`config.mk`:
```
export PLATFORM = sky130hd
export DESIGN_NAME = uart_vote_rx
export DESIGN_NICKNAME = d
export VERILOG_FILES = /design/src/rtl/uart_vote_pkg.sv /design/src/rtl/uart_vote_sync.sv /design/src/rtl/uart_vote_sampler.sv /design/src/rtl/uart_vote_ctrl.sv /design/src/rtl/uart_vote_rx.sv
export SDC_FILE = /design/constraint.sdc
export NUM_CORES = 1
export LEC_CHECK = 0
export BUFFER_PORTS_ARGS = -buffer_cell sky130_fd_sc_hd__buf_2
export CAP_MARGIN = 25
export CORE_MARGIN = 4
export CORE_UTILIZATION = 25
export DETAILED_ROUTE_END_ITERATION = 7
export HOLD_SLACK_MARGIN = 0.02
export MAX_ROUTING_LAYER = met4
export PLACE_DENSITY = 0.48
export SETUP_SLACK_MARGIN = 0.2
export SLEW_MARGIN = 10
export SYNTH_ARGS = -nofsm -noshare
export SYNTH_HDL_FRONTEND = slang
export SYNTH_SLANG_ARGS = --single-unit
```
`constraint.sdc`:
```
create_clock -name clk -period 2.61 [get_ports clk]
set_input_delay 0.783 -clock clk [delete_from_list [all_inputs] [get_ports clk]]
set_output_delay 0.783 -clock clk [all_outputs]
set_load 0.01 [all_outputs]
```
`src/rtl/uart_vote_pkg.sv`:
```
package uart_vote_pkg;

   typedef enum logic [2:0] {
      ST_IDLE,
      ST_START,
      ST_DATA,
      ST_PAR,
      ST_STOP,
      ST_HOLD
   } rx_state_t;

   typedef enum logic [1:0] {
      PAR_NONE     = 2'b00,
      PAR_EVEN     = 2'b01,
      PAR_ODD      = 2'b10,
      PAR_NONE_ALT = 2'b11
   } par_mode_t;

   function automatic logic maj3(input logic a, input logic b, input logic c);
      return (a & b) | (a & c) | (b & c);
   endfunction

endpackage

```
`src/rtl/uart_vote_sync.sv`:
```
module uart_vote_sync #(
   parameter int STAGES    = 2,
   parameter bit RESET_VAL = 1'b1
) (
   input  logic clk,
   input  logic rst_n,
   input  logic din,
   output logic dout
);

   generate
      if (STAGES < 2) begin : g_bad
         $error("uart_vote_sync: STAGES must be at least 2");
      end
   endgenerate

   logic [STAGES-1:0] chain;

   always_ff @(posedge clk or negedge rst_n) begin
      if (!rst_n) chain <= {STAGES{RESET_VAL}};
      else        chain <= {chain[STAGES-2:0], din};
   end

   assign dout = chain[STAGES-1];

endmodule

```
`src/rtl/uart_vote_sampler.sv`:
```
module uart_vote_sampler
   import uart_vote_pkg::*;
#(
   parameter int NORM_OS = 16,
   parameter int DBL_OS  = 8
) (
   input  logic clk,
   input  logic rst_n,
   input  logic tick,
   input  logic rx_s,
   input  logic double_speed,
   input  logic arm,
   output logic start_seen,
   output logic vote_valid,
   output logic vote_bit
);

   localparam int IDX_W = $clog2(NORM_OS + 1);
   localparam logic [IDX_W-1:0] OS_N  = IDX_W'(NORM_OS);
   localparam logic [IDX_W-1:0] OS_D  = IDX_W'(DBL_OS);
   localparam logic [IDX_W-1:0] ONE   = IDX_W'(1);

   logic [IDX_W-1:0] os, first_idx, mid_idx, last_idx;
   logic [IDX_W-1:0] idx, cur_idx;
   logic             v_a, v_b;

   assign os        = double_speed ? OS_D : OS_N;
   assign first_idx = os >> 1;
   assign mid_idx   = first_idx + ONE;
   assign last_idx  = first_idx + IDX_W'(2);

   always_comb begin
      if (arm)             cur_idx = ONE;
      else if (idx >= os)  cur_idx = ONE;
      else                 cur_idx = idx + ONE;
   end

   assign start_seen = tick & arm & ~rx_s;
   assign vote_valid = tick & ~arm & (cur_idx == last_idx);
   assign vote_bit   = maj3(v_a, v_b, rx_s);

   always_ff @(posedge clk or negedge rst_n) begin
      if (!rst_n) begin
         idx <= ONE;
         v_a <= 1'b1;
         v_b <= 1'b1;
      end else if (tick) begin
         if (!arm) begin
            idx <= cur_idx;
            if (cur_idx == first_idx) v_a <= rx_s;
            if (cur_idx == mid_idx)   v_b <= rx_s;
         end else if (!rx_s) begin
            idx <= ONE;
         end
      end
   end

endmodule

```
`src/rtl/uart_vote_ctrl.sv`:
```
module uart_vote_ctrl
   import uart_vote_pkg::*;
#(
   parameter int MAX_DATA_BITS = 9,
   localparam int DBITS_W = $clog2(MAX_DATA_BITS + 1)
) (
   input  logic                     clk,
   input  logic                     rst_n,
   input  logic                     tick,
   input  logic                     double_speed,
   input  logic [DBITS_W-1:0]       data_bits,
   input  logic [1:0]               parity_mode,
   input  logic                     start_seen,
   input  logic                     vote_valid,
   input  logic                     vote_bit,
   output logic                     arm,
   output logic [MAX_DATA_BITS-1:0] rx_data,
   output logic                     rx_valid,
   output logic                     frame_err,
   output logic                     parity_err
);

   localparam logic [DBITS_W-1:0] MIN_N = DBITS_W'(5);
   localparam logic [DBITS_W-1:0] MAX_N = DBITS_W'(MAX_DATA_BITS);

   rx_state_t                state;
   logic [DBITS_W-1:0]       nbits, bit_cnt;
   logic [MAX_DATA_BITS-1:0] shreg;
   logic                     par_acc, par_bad, par_on;

   always_comb begin
      if (data_bits < MIN_N)      nbits = MIN_N;
      else if (data_bits > MAX_N) nbits = MAX_N;
      else                        nbits = data_bits;
   end

   assign par_on = (parity_mode == PAR_EVEN) || (parity_mode == PAR_ODD);
   assign arm    = (state == ST_IDLE);

   always_ff @(posedge clk or negedge rst_n) begin
      if (!rst_n) begin
         state      <= ST_IDLE;
         bit_cnt    <= '0;
         shreg      <= '0;
         par_acc    <= 1'b0;
         par_bad    <= 1'b0;
         rx_data    <= '0;
         rx_valid   <= 1'b0;
         frame_err  <= 1'b0;
         parity_err <= 1'b0;
      end else begin
         rx_valid <= 1'b0;
         unique case (state)
            ST_IDLE: if (start_seen) state <= ST_START;
            ST_START: if (vote_valid) begin
               if (vote_bit) begin
                  state <= ST_IDLE;
               end else begin
                  state   <= ST_DATA;
                  bit_cnt <= '0;
                  shreg   <= '0;
                  par_acc <= 1'b0;
                  par_bad <= 1'b0;
               end
            end
            ST_DATA: if (vote_valid) begin
               shreg[bit_cnt] <= vote_bit;
               par_acc        <= par_acc ^ vote_bit;
               if (bit_cnt == nbits - DBITS_W'(1))
                  state <= par_on ? ST_PAR : ST_STOP;
               else
                  bit_cnt <= bit_cnt + DBITS_W'(1);
            end
            ST_PAR: if (vote_valid) begin
               par_bad <= (parity_mode == PAR_EVEN) ? (vote_bit != par_acc)
                                                    : (vote_bit == par_acc);
               state   <= ST_STOP;
            end
            ST_STOP: if (vote_valid) begin
               rx_valid   <= 1'b1;
               rx_data    <= shreg;
               frame_err  <= ~vote_bit;
               parity_err <= par_bad;
               state      <= double_speed ? ST_HOLD : ST_IDLE;
            end
            ST_HOLD: if (tick) state <= ST_IDLE;
            default: state <= ST_IDLE;
         endcase
      end
   end

endmodule

```
`src/rtl/uart_vote_rx.sv`:
```
module uart_vote_rx
   import uart_vote_pkg::*;
#(
   parameter int MAX_DATA_BITS = 9,
   parameter int NORM_OS       = 16,
   parameter int DBL_OS        = 8,
   parameter int SYNC_STAGES   = 2,
   localparam int DBITS_W = $clog2(MAX_DATA_BITS + 1)
) (
   input  logic                     clk,
   input  logic                     rst_n,
   input  logic                     rxd,
   input  logic                     baud_tick,
   input  logic                     double_speed,
   input  logic [DBITS_W-1:0]       data_bits,
   input  logic [1:0]               parity_mode,
   output logic [MAX_DATA_BITS-1:0] rx_data,
   output logic                     rx_valid,
   output logic                     frame_err,
   output logic                     parity_err
);

   generate
      if (MAX_DATA_BITS < 5 || MAX_DATA_BITS > 9) begin : g_bad_width
         $error("uart_vote_rx: MAX_DATA_BITS must lie in 5..9");
      end
      if (NORM_OS < 6 || (NORM_OS % 2) != 0) begin : g_bad_norm
         $error("uart_vote_rx: NORM_OS must be even and at least 6");
      end
      if (DBL_OS < 6 || (DBL_OS % 2) != 0 || DBL_OS > NORM_OS) begin : g_bad_dbl
         $error("uart_vote_rx: DBL_OS must be even, at least 6, not above NORM_OS");
      end
   endgenerate

   logic rx_s, arm, start_seen, vote_valid, vote_bit;

   uart_vote_sync #(.STAGES(SYNC_STAGES), .RESET_VAL(1'b1)) sync_i (
      .clk  (clk),
      .rst_n(rst_n),
      .din  (rxd),
      .dout (rx_s)
   );

   uart_vote_sampler #(.NORM_OS(NORM_OS), .DBL_OS(DBL_OS)) smp_i (
      .clk         (clk),
      .rst_n       (rst_n),
      .tick        (baud_tick),
      .rx_s        (rx_s),
      .double_speed(double_speed),
      .arm         (arm),
      .start_seen  (start_seen),
      .vote_valid  (vote_valid),
      .vote_bit    (vote_bit)
   );

   uart_vote_ctrl #(.MAX_DATA_BITS(MAX_DATA_BITS)) ctl_i (
      .clk         (clk),
      .rst_n       (rst_n),
      .tick        (baud_tick),
      .double_speed(double_speed),
      .data_bits   (data_bits),
      .parity_mode (parity_mode),
      .start_seen  (start_seen),
      .vote_valid  (vote_valid),
      .vote_bit    (vote_bit),
      .arm         (arm),
      .rx_data     (rx_data),
      .rx_valid    (rx_valid),
      .frame_err   (frame_err),
      .parity_err  (parity_err)
   );

endmodule

```
* Word level (Yosys, flattened, before mapping)
Index checks and enable logic that the tools add are counted.
Cells by class: multiplexer cells 39, $lt $le $gt $ge 5, equality and inequality tests 23, reductions and logical operators 13, add/subtract/negate cells 5, bitwise operators 13
Operator list (number):
- $mux 3 | 9
- $mux 9 | 3
- $mux 5 | 5
- $mux 4 | 6
- $pmux 3 s6 | 1
- $pmux 9 s2 | 1
- $ne 2x1->1 const B | 6
- $eq 5x5->1 | 2
- $bwmux 9 | 1
- $mux 1 | 8
- $ne 2x2->1 const B | 4
- $pmux 4 s2 | 1
- $reduce_and 4->1 | 2
- $and 1x1->1 | 7
- $reduce_and 7->1 | 1
- $eq 3x2->1 const B | 2
- $eq 3x3->1 const B | 2
- $reduce_and 3->1 | 2
- $add 4x1->5 const B | 1
- $add 4x2->5 const B | 1
- $add 5x1->5 const B | 1
- $eq 5x4->1 | 1
- $ge 5x5->1 | 1
- $lt 4x5->1 const B | 1
- other kinds (23) | 29
Word-level totals: input bits 11, word-level logic and storage cells 111, flip-flop bits (word level) 39

* Longest topological paths before layout
Gate-level depths: netlist of run 1.
depth in word-level cells 8, mapped depth 11, depth with buffers taken out 8

* Hierarchy
Synthesis of run 1 repeated with hierarchy kept, for this count alone.
Unflattened totals: cells, all modules 219, area, all modules 2223.4 µm²
Modules (own cells, without submodules):
- uart_vote_ctrl | times used 1, cells each 157, area each 1626.6 µm²
- uart_vote_sampler | times used 1, cells each 60, area each 544.3 µm²
- uart_vote_sync | times used 1, cells each 2, area each 52.6 µm²

* Least setup slack after synthesis of run 1
No wires, ideal clock.
path kind in2reg, start point input port double_speed, end point register ctl_i.frame_err, data arrival time 2.808 ns, stages 9, path slack -0.323 ns, data required time 2.485 ns, cells stage by stage ha_1 > nand2_1 > o21ai_0 > a2111o_1 > or2_1 > buf_6 > nor4b_4 > buf_8 > mux2_4
On the way: cells in the longest elaborated chain, start to end 7
Ends and longest elaborated chain:
- from (decl) | line uart_vote_rx.sv:14 | input logic double_speed,
- $mux 5 * | line uart_vote_sampler.sv:27 | assign os = double_speed ? OS_D : OS_N;
- $ge 5x5->1 | line uart_vote_sampler.sv:34 | else if (idx >= os) cur_idx = ONE;
- $mux 5 | line uart_vote_sampler.sv:34
- $mux 5 | line uart_vote_sampler.sv:33 | if (arm) cur_idx = ONE;
- $eq 5x5->1 * | line uart_vote_sampler.sv:39 | assign vote_valid = tick & ~arm & (cur_idx == last_idx);
- $and 1x1->1 * | line uart_vote_sampler.sv:39
- $reduce_and 2->1 (no line) *
- to (signal assigned) | line uart_vote_ctrl.sv:82 | frame_err <= ~vote_bit;
- to (decl) | line uart_vote_ctrl.sv:19 | output logic frame_err,
Mark *: on every way between the ends. The rest lies on a longest branch, timed or not. A chain may end at the register's enable or synchronous reset.

* Worst setup path after layout of run 1
start point input port double_speed, end point register ctl_i.rx_data[4]
On the way: cells in the longest elaborated chain, start to end 7
Ends and longest elaborated chain:
- $mux 5 * | line uart_vote_sampler.sv:27
- $ge 5x5->1 | line uart_vote_sampler.sv:34
- $mux 5 | line uart_vote_sampler.sv:34
- $mux 5 | line uart_vote_sampler.sv:33
- $eq 5x5->1 * | line uart_vote_sampler.sv:39
- $and 1x1->1 * | line uart_vote_sampler.sv:39
- $reduce_and 2->1 (no line) *
- to (signal assigned) | line uart_vote_ctrl.sv:81 | rx_data <= shreg;
- to (decl) | line uart_vote_ctrl.sv:17 | output logic [MAX_DATA_BITS-1:0] rx_data,
Marked as above.

==> impl_metrics.ini, run 1 <==
[synthesis]
synthArstFlopShare_pct = 100
syn_area_sq_mm = 0.00227
synth-main-ff-cell = dfrtp_1
ys_ff_latch = 39
synth_area_leaders = dfrtp_1, nand2_1, mux2_4
synth_seq_area_share_pct = 43.2
netlist.area_leader.share_pct = 37.4
synth_edf_count = 0
syn_inst = 230
syn_area_per_cell_sq_um = 9.89
synth_area_leader_cell = dfrtp_1
synth_cell_types = 46
synth_nets = 251
yosysWarnings = 0

[cells_and_area]
fin_nets = 306
final_cell_area_sq_mm = 0.00298
synthToLayoutAreaGrowth_pct = 31.0
diodes = 0
fin_util_pct = 33.8
drive_gt1_share_pct = 37.1
fillCellCount = 903
finalNonFillerCells = 394

[sta]
finalSetupViolCount = 0
fmax_ghz = 0.390
period_share_pct = 98.1
final-hold-violation-count = 0
maxSlewHeadroom_pct = 61.6
worst_pin_slew_ns = 0.576
skew_ns = 0.00421
slew_viol_final = 0
rsz0062_at_grt = yes
period_minus_slack_ns = 2.56
setup_tns_ns = 0

[pwr]
p_per_area_mw_per_mm2 = 775
ir_worst_vdd_v = 0.000248
p_leak_nw = 1.34

[global_route]
grt_pass1_vias = 1804
grt_pass1_wl_um = 8940
grt_overflow = 0
grt_max_degree = 27
track_usage_pct = 10.8
antenna_found_initial = 0

[critical_path]
worstSetupStartpoint = double_speed
path_delay_family = simple AND/OR/NAND/NOR gates
critPathBufInv = 3
path_max_fanout = 6
cp-endpoint = ctl_i.rx_data[4]
path_cells = buf_4 -> ha_4 -> nand2_2 -> o21ai_2 -> a2111o_1 -> or2_4 -> nor4b_4 -> buf_4 -> clkbuf_16 -> mux2_4
crit_path_frequent_cell = buf_4
cp.depth = 10
cp_slowest_cell = a2111o_1
reg2reg_slack_ns = 0.05
path_class = input pin to register
end_kind = register
worstPathRequired_ns = 2.79
slowest_delay_ns = 0.39
crit_arrival_ns = 2.74
r2r_cells = 9
r2r-start = smp_i.idx[0]
worstReg2RegEnd = ctl_i.rx_data[4]
start_kind = input pin

[route]
route.vias.total = 1820
drtPass1Iterations = 4
drc_errors = 0
drt_iter0_markers = 108
antenna_left = 0
viasPerCell = 4.62
detail_route.wl_per_cell_um = 13.2
wirelength_um = 5210

[floorplan]
start_util_pct = 25.8
dieArea_sq_mm = 0.0107
rows = 34
core_sq_mm = 0.00881
fp.dieH_um = 103
die_w_um = 103
io_pins = 23

[cts]
clk_pin_slew_ns = 0.08
cts_sinks = 39
htreeDepth = 2
clock_latency_ns = 0.29
clk_path_buf_depth = 2
postCtsHoldBufs = 0
numCtsBuffers = 5
cts_tree = done
root_buffer = clkbuf_8

[placed_design]
place_inst = 378
placed_cell_area_sq_mm = 0.00272
portBuffers = 22
gp_congestion = 0.775
hpwlAfterDp_um = 3870

[min_path]
hold_class = register to register

[flow_run]
maxCapViolations = 0

[status]
status = complete, no violations
==> kinds of logic (layout without fill, tap and decap cells) <==
kind of cell    Yosys count  in the layout  synth area share (%)
flops                    39             39                  43.2
fa+ha+maj                11             11                  5.94
buf+inv                  25             81                  5.45
simple gates             83             83                  18.0
xor+xnor                  7              7                  2.70
mux                      15             15                  8.80
compound gates           50             50                  15.9
==> worst min path at each step <==
| stage | endpoint | from | cells past startpoint |
|---|---|---|---|
| 2_1_floorplan | sync_i.chain[1] | sync_i.chain[0] | 0 |
| 3_3_place_gp | sync_i.chain[1] | sync_i.chain[0] | 0 |
| 3_5_place_dp | sync_i.chain[1] | sync_i.chain[0] | 0 |
| 4_1_cts | sync_i.chain[1] | sync_i.chain[0] | 0 |
| 5_1_grt | sync_i.chain[1] | sync_i.chain[0] | 0 |
| 6_report | sync_i.chain[1] | sync_i.chain[0] | 0 |
==> cell type report <==
| type | count | area (sq um) | share of cell area (%) |
|---|---|---|---|
| clock inverters | 2 | 12.5 | 0.420 |
| well taps | 108 | 135 | 4.53 |
| clock buffers | 6 | 72.6 | 2.43 |
| flip-flops and latches | 39 | 982 | 33.0 |
| repair buffers | 59 | 430 | 14.4 |
| inverters | 14 | 52.6 | 1.76 |
| multi-input cells | 166 | 1290 | 43.5 |
==> timing repair <==
action / 4_1_cts / 5_1_grt
setup buffers: 2 / 4
setup endpoints to repair: 26 / 28
pin swaps: 5 / 4
resized for setup: 18 / 6
cloned: 1 / 1
==> cells in the mapped netlist (all sizes together) (2+ instances only) <==
| cell type | number |
|---|---|
| ha | 10 |
| a22o | 9 |
| xor2 | 2 |
| a31oi | 2 |
| a21oi | 5 |
| clkbuf | 5 |
| a21o | 3 |
| a21boi | 2 |
| nor3 | 6 |
| nor4 | 4 |
| and3 | 2 |
| nand3b | 2 |
| nor2b | 4 |
| or2 | 3 |
| dfrtp | 34 |
| dfstp | 5 |
| o211ai | 2 |
| mux2 | 13 |
| or3 | 2 |
| nand3 | 7 |
| inv | 14 |
| nand4 | 4 |
| mux2i | 2 |
| o31ai | 4 |
| nor2 | 9 |
| nand2 | 37 |
| buf | 6 |
| a211o | 3 |
| a2111oi | 2 |
| xnor2 | 5 |
| o21ai | 11 |
==> placed cells by master (no fill, tap or decap), types with 2 or more instances in the layout <==
cell       n
inv_1     13
nand3b_1   2
dfstp_2    5
or3_1      2
a21oi_1    4
clkbuf_8   5
a22o_1     9
dfrtp_1   34
buf_6      2
ha_1       6
ha_4       3
buf_4     35
nand2_1   36
o31ai_1    4
mux2_2     4
nor2b_1    4
nor4_1     2
a21o_1     3
or2_2      2
nand4_1    4
nor3_1     5
buf_2     20
a31oi_1    2
a211o_1    3
xor2_1     2
o21ai_0   10
nand3_1    7
mux2_4     9
nor2_1     9
xnor2_1    5
o211ai_1   2
==> report_power, final <==
group	total (mW)	switching [mW]	internal (mW)
Clock	0.407	0.220	0.187
Combinational	1.07	0.578	0.490
Sequential	0.834	0.121	0.713
==> metal layers <==
layer / track usage, % / up-vias / wire length [um]
li1: - / 925 / -
met1: 14.8 / 870 / 2590
met2: 16.5 / 20 / 2410
met3: 1.95 / 5 / 137
met4: 2.69 / 0 / 60
met5: - / - / 0
==> state kept, by name (all words and copies together) (netlist names) <==
register / cells
ctl_i.bit_cnt: 4
ctl_i.frame_err: 1
ctl_i.par_acc: 1
ctl_i.par_bad: 1
ctl_i.parity_err: 1
ctl_i.rx_data: 9
ctl_i.rx_valid: 1
ctl_i.shreg: 9
ctl_i.state: 3
smp_i.idx: 5
smp_i.v_a: 1
smp_i.v_b: 1
sync_i.chain: 2
==> metrics by stage <==
stage,hold slack (ns),power (mW),setup slack [ns]
floorplan,0.345,1.44,-0.150
global placement,0.346,1.76,-0.260
detailed placement,0.351,1.78,-0.304
CTS,0.363,2.30,0.0428
global route,0.368,2.50,-0.0590
finish,0.360,2.31,0.0489
Note: power is estimated with default switching activity, not from simulation.
==> inputs of run 2 (changes only) <==
- CORE_ASPECT_RATIO: default -> 0.7
- RECOVER_POWER: default -> 100
==> run 2 against run 1 <==
- the run now ends with setup timing left
- worst hold slack lost 0.0033 ns
- count of clock-buffer cells in the layout is the same
- die area up 0.23%
- sequential power is 2% higher
- via count grew 1.3%
- final cell count grew 3.8%
- combinational power is 10% higher
- largest cell class unchanged
==> impl_metrics.ini, run 2 (synthesis gave the netlist of run 1 again) <==
[sta]
maxSlewHeadroom_pct = 44.4
worst_pin_slew_ns = 0.835
final-hold-violation-count = 0
finalSetupViolCount = 5
period_minus_slack_ns = 2.62
fmax_ghz = 0.381
slew_viol_final = 0
setup_tns_ns = -0.0483
rsz0062_at_grt = yes
worst_slack_ns = -0.0136
worst_hold_slack_ns = 0.357
skew_ns = 0.00676
period_share_pct = 101

[global_route]
antenna_found_initial = 0
busiest_layer = met1
grt_pass1_vias = 1776
grt_overflow = 0
grtUsageMet3_pct = 2.71
grt_pass1_wl_um = 9210
use_met1_pct = 17.1
grt_max_degree = 16
grtUsageMet2_pct = 14.7
track_usage_pct = 11.3

[cells_and_area]
fillCellCount = 871
drive_gt1_share_pct = 34.6
final_common_cell = nand2_1
top_regs = ctl_i.rx_data x9, ctl_i.shreg x9, smp_i.idx x5
synthToLayoutAreaGrowth_pct = 40.3
layout_common_cells = nand2_1, dfrtp_1, buf_4
fin_nets = 309
diodes = 0

[critical_path]
path_delay_family = flip-flops
cp_slowest_cell = dfstp_2
crit_arrival_ns = 2.79
path_max_fanout = 6
worstReg2RegEnd = ctl_i.rx_data[8]
end_kind = register
start_kind = register
path_cells = inv_2 -> ha_4 -> nand2_2 -> o21ai_2 -> a2111o_1 -> or2_4 -> nor4b_4 -> buf_4 -> clkbuf_16 -> mux2_4
reg2reg_slack_ns = -0.01
cp-endpoint = ctl_i.rx_data[8]
r2r_cells = 10
path_class = register to register
worstSetupStartpoint = smp_i.idx[0]
worstPathRequired_ns = 2.77
critPathBufInv = 3
slowest_delay_ns = 0.60
r2r-start = smp_i.idx[0]
cp.depth = 10

[placed_design]
hpwlAfterDp_um = 4050
portBuffers = 22
post-place-ws_ns = -0.282
gp_congestion = 0.829

[route]
wirelength_um = 5750
detail_route.wl_per_cell_um = 14.0
drc_errors = 0
route.vias.total = 1843
antenna_left = 0
viasPerCell = 4.51
drtPass1Iterations = 5
drt_iter0_markers = 97

[cts]
clock_latency_ns = 0.28
clk_pin_slew_ns = 0.06
root_buffer = clkbuf_16
postCtsHoldBufs = 0
cts_sinks = 39
cts_tree = done
numCtsBuffers = 5
clk_path_buf_depth = 2
htreeDepth = 2

[flow_run]
maxCapViolations = 0

[floorplan]
rows = 28
start_util_pct = 26.3
die_w_um = 122
io_pins = 23
fp.dieH_um = 87.8
dieArea_sq_mm = 0.0107
core_sq_mm = 0.00865

[pwr]
p_per_area_mw_per_mm2 = 884
ir_worst_vdd_v = 0.000330
p_leak_nw = 1.36

[min_path]
hold_class = register to register

[status]
status = complete, but fails checks
violations = setup timing
## run 2: cell types whose count changed in the layout (fill, tap and decap cells not counted), sizes merged
cell,change
clkbuf,+16
buf,-13
bufinv,+2
clkinv,-1
clkinvlp,-1
## run 2: through the flow
stage          std cells  utilization (%)  power, mW  cell area (sq um)
6_report             409             36.9       2.82               3190
2_1_floorplan        230                -       1.44               2310
4_1_cts              402             34.9       2.69               3020
5_1_grt              409             36.9       3.00               3190
3_3_place_gp         391             31.6       1.78               2740
3_5_place_dp         391             31.6       1.79               2740
## run 2: worst min path at each step
stage | slack (ns) | depth (start not counted) | startpoint | to
after global placement | 0.35 | 0 | sync_i.chain[0] | sync_i.chain[1]
after global routing | 0.36 | 0 | sync_i.chain[0] | sync_i.chain[1]
after detailed placement | 0.35 | 0 | sync_i.chain[0] | sync_i.chain[1]
after floorplan | 0.35 | 0 | sync_i.chain[0] | sync_i.chain[1]
final | 0.36 | 0 | sync_i.chain[0] | sync_i.chain[1]
after CTS | 0.36 | 0 | sync_i.chain[0] | sync_i.chain[1]
## run 2: repair_timing
item                                    CTS  global route
cloned                                    1             1
pin swaps                                 3            12
buffers inserted                          2             6
gates resized for setup                  15            25
endpoints found under the setup margin   26            29
## run 2: cell type report
type                       count  area [sq um]  share of cell area [%]
tap                          120           150                    4.70
timing repair buffer          62           443                    13.9
inverter                      14          52.6                    1.65
sequential                    39           982                    30.8
clock buffer                   6           129                    4.04
multi-input combinational    166          1380                    43.1
clock inverter                 2          60.1                    1.88
## run 2: layer usage
layer / up-vias / share of wire, %
met4: 0 / 0.80
met1: 872 / 55
met3: 5 / 3.9
met2: 28 / 40
met5: - / 0
li1: 938 / -
## run 2: worst reg2reg max path, stage by stage, from the launching register on
cell       delay [ns]
dfstp_2          0.60
inv_2            0.08
ha_4             0.16
nand2_2          0.05
o21ai_2          0.05
a2111o_1         0.43
or2_4            0.25
nor4b_4          0.25
buf_4            0.18
clkbuf_16        0.16
mux2_4           0.29
## run 2: power breakdown
part	internal, mW	total, mW	leakage [nW]	switching (mW)
sequential	0.714	0.849	0.506	0.134
clock	0.548	0.787	0.0911	0.239
combinational	0.546	1.18	0.761	0.638
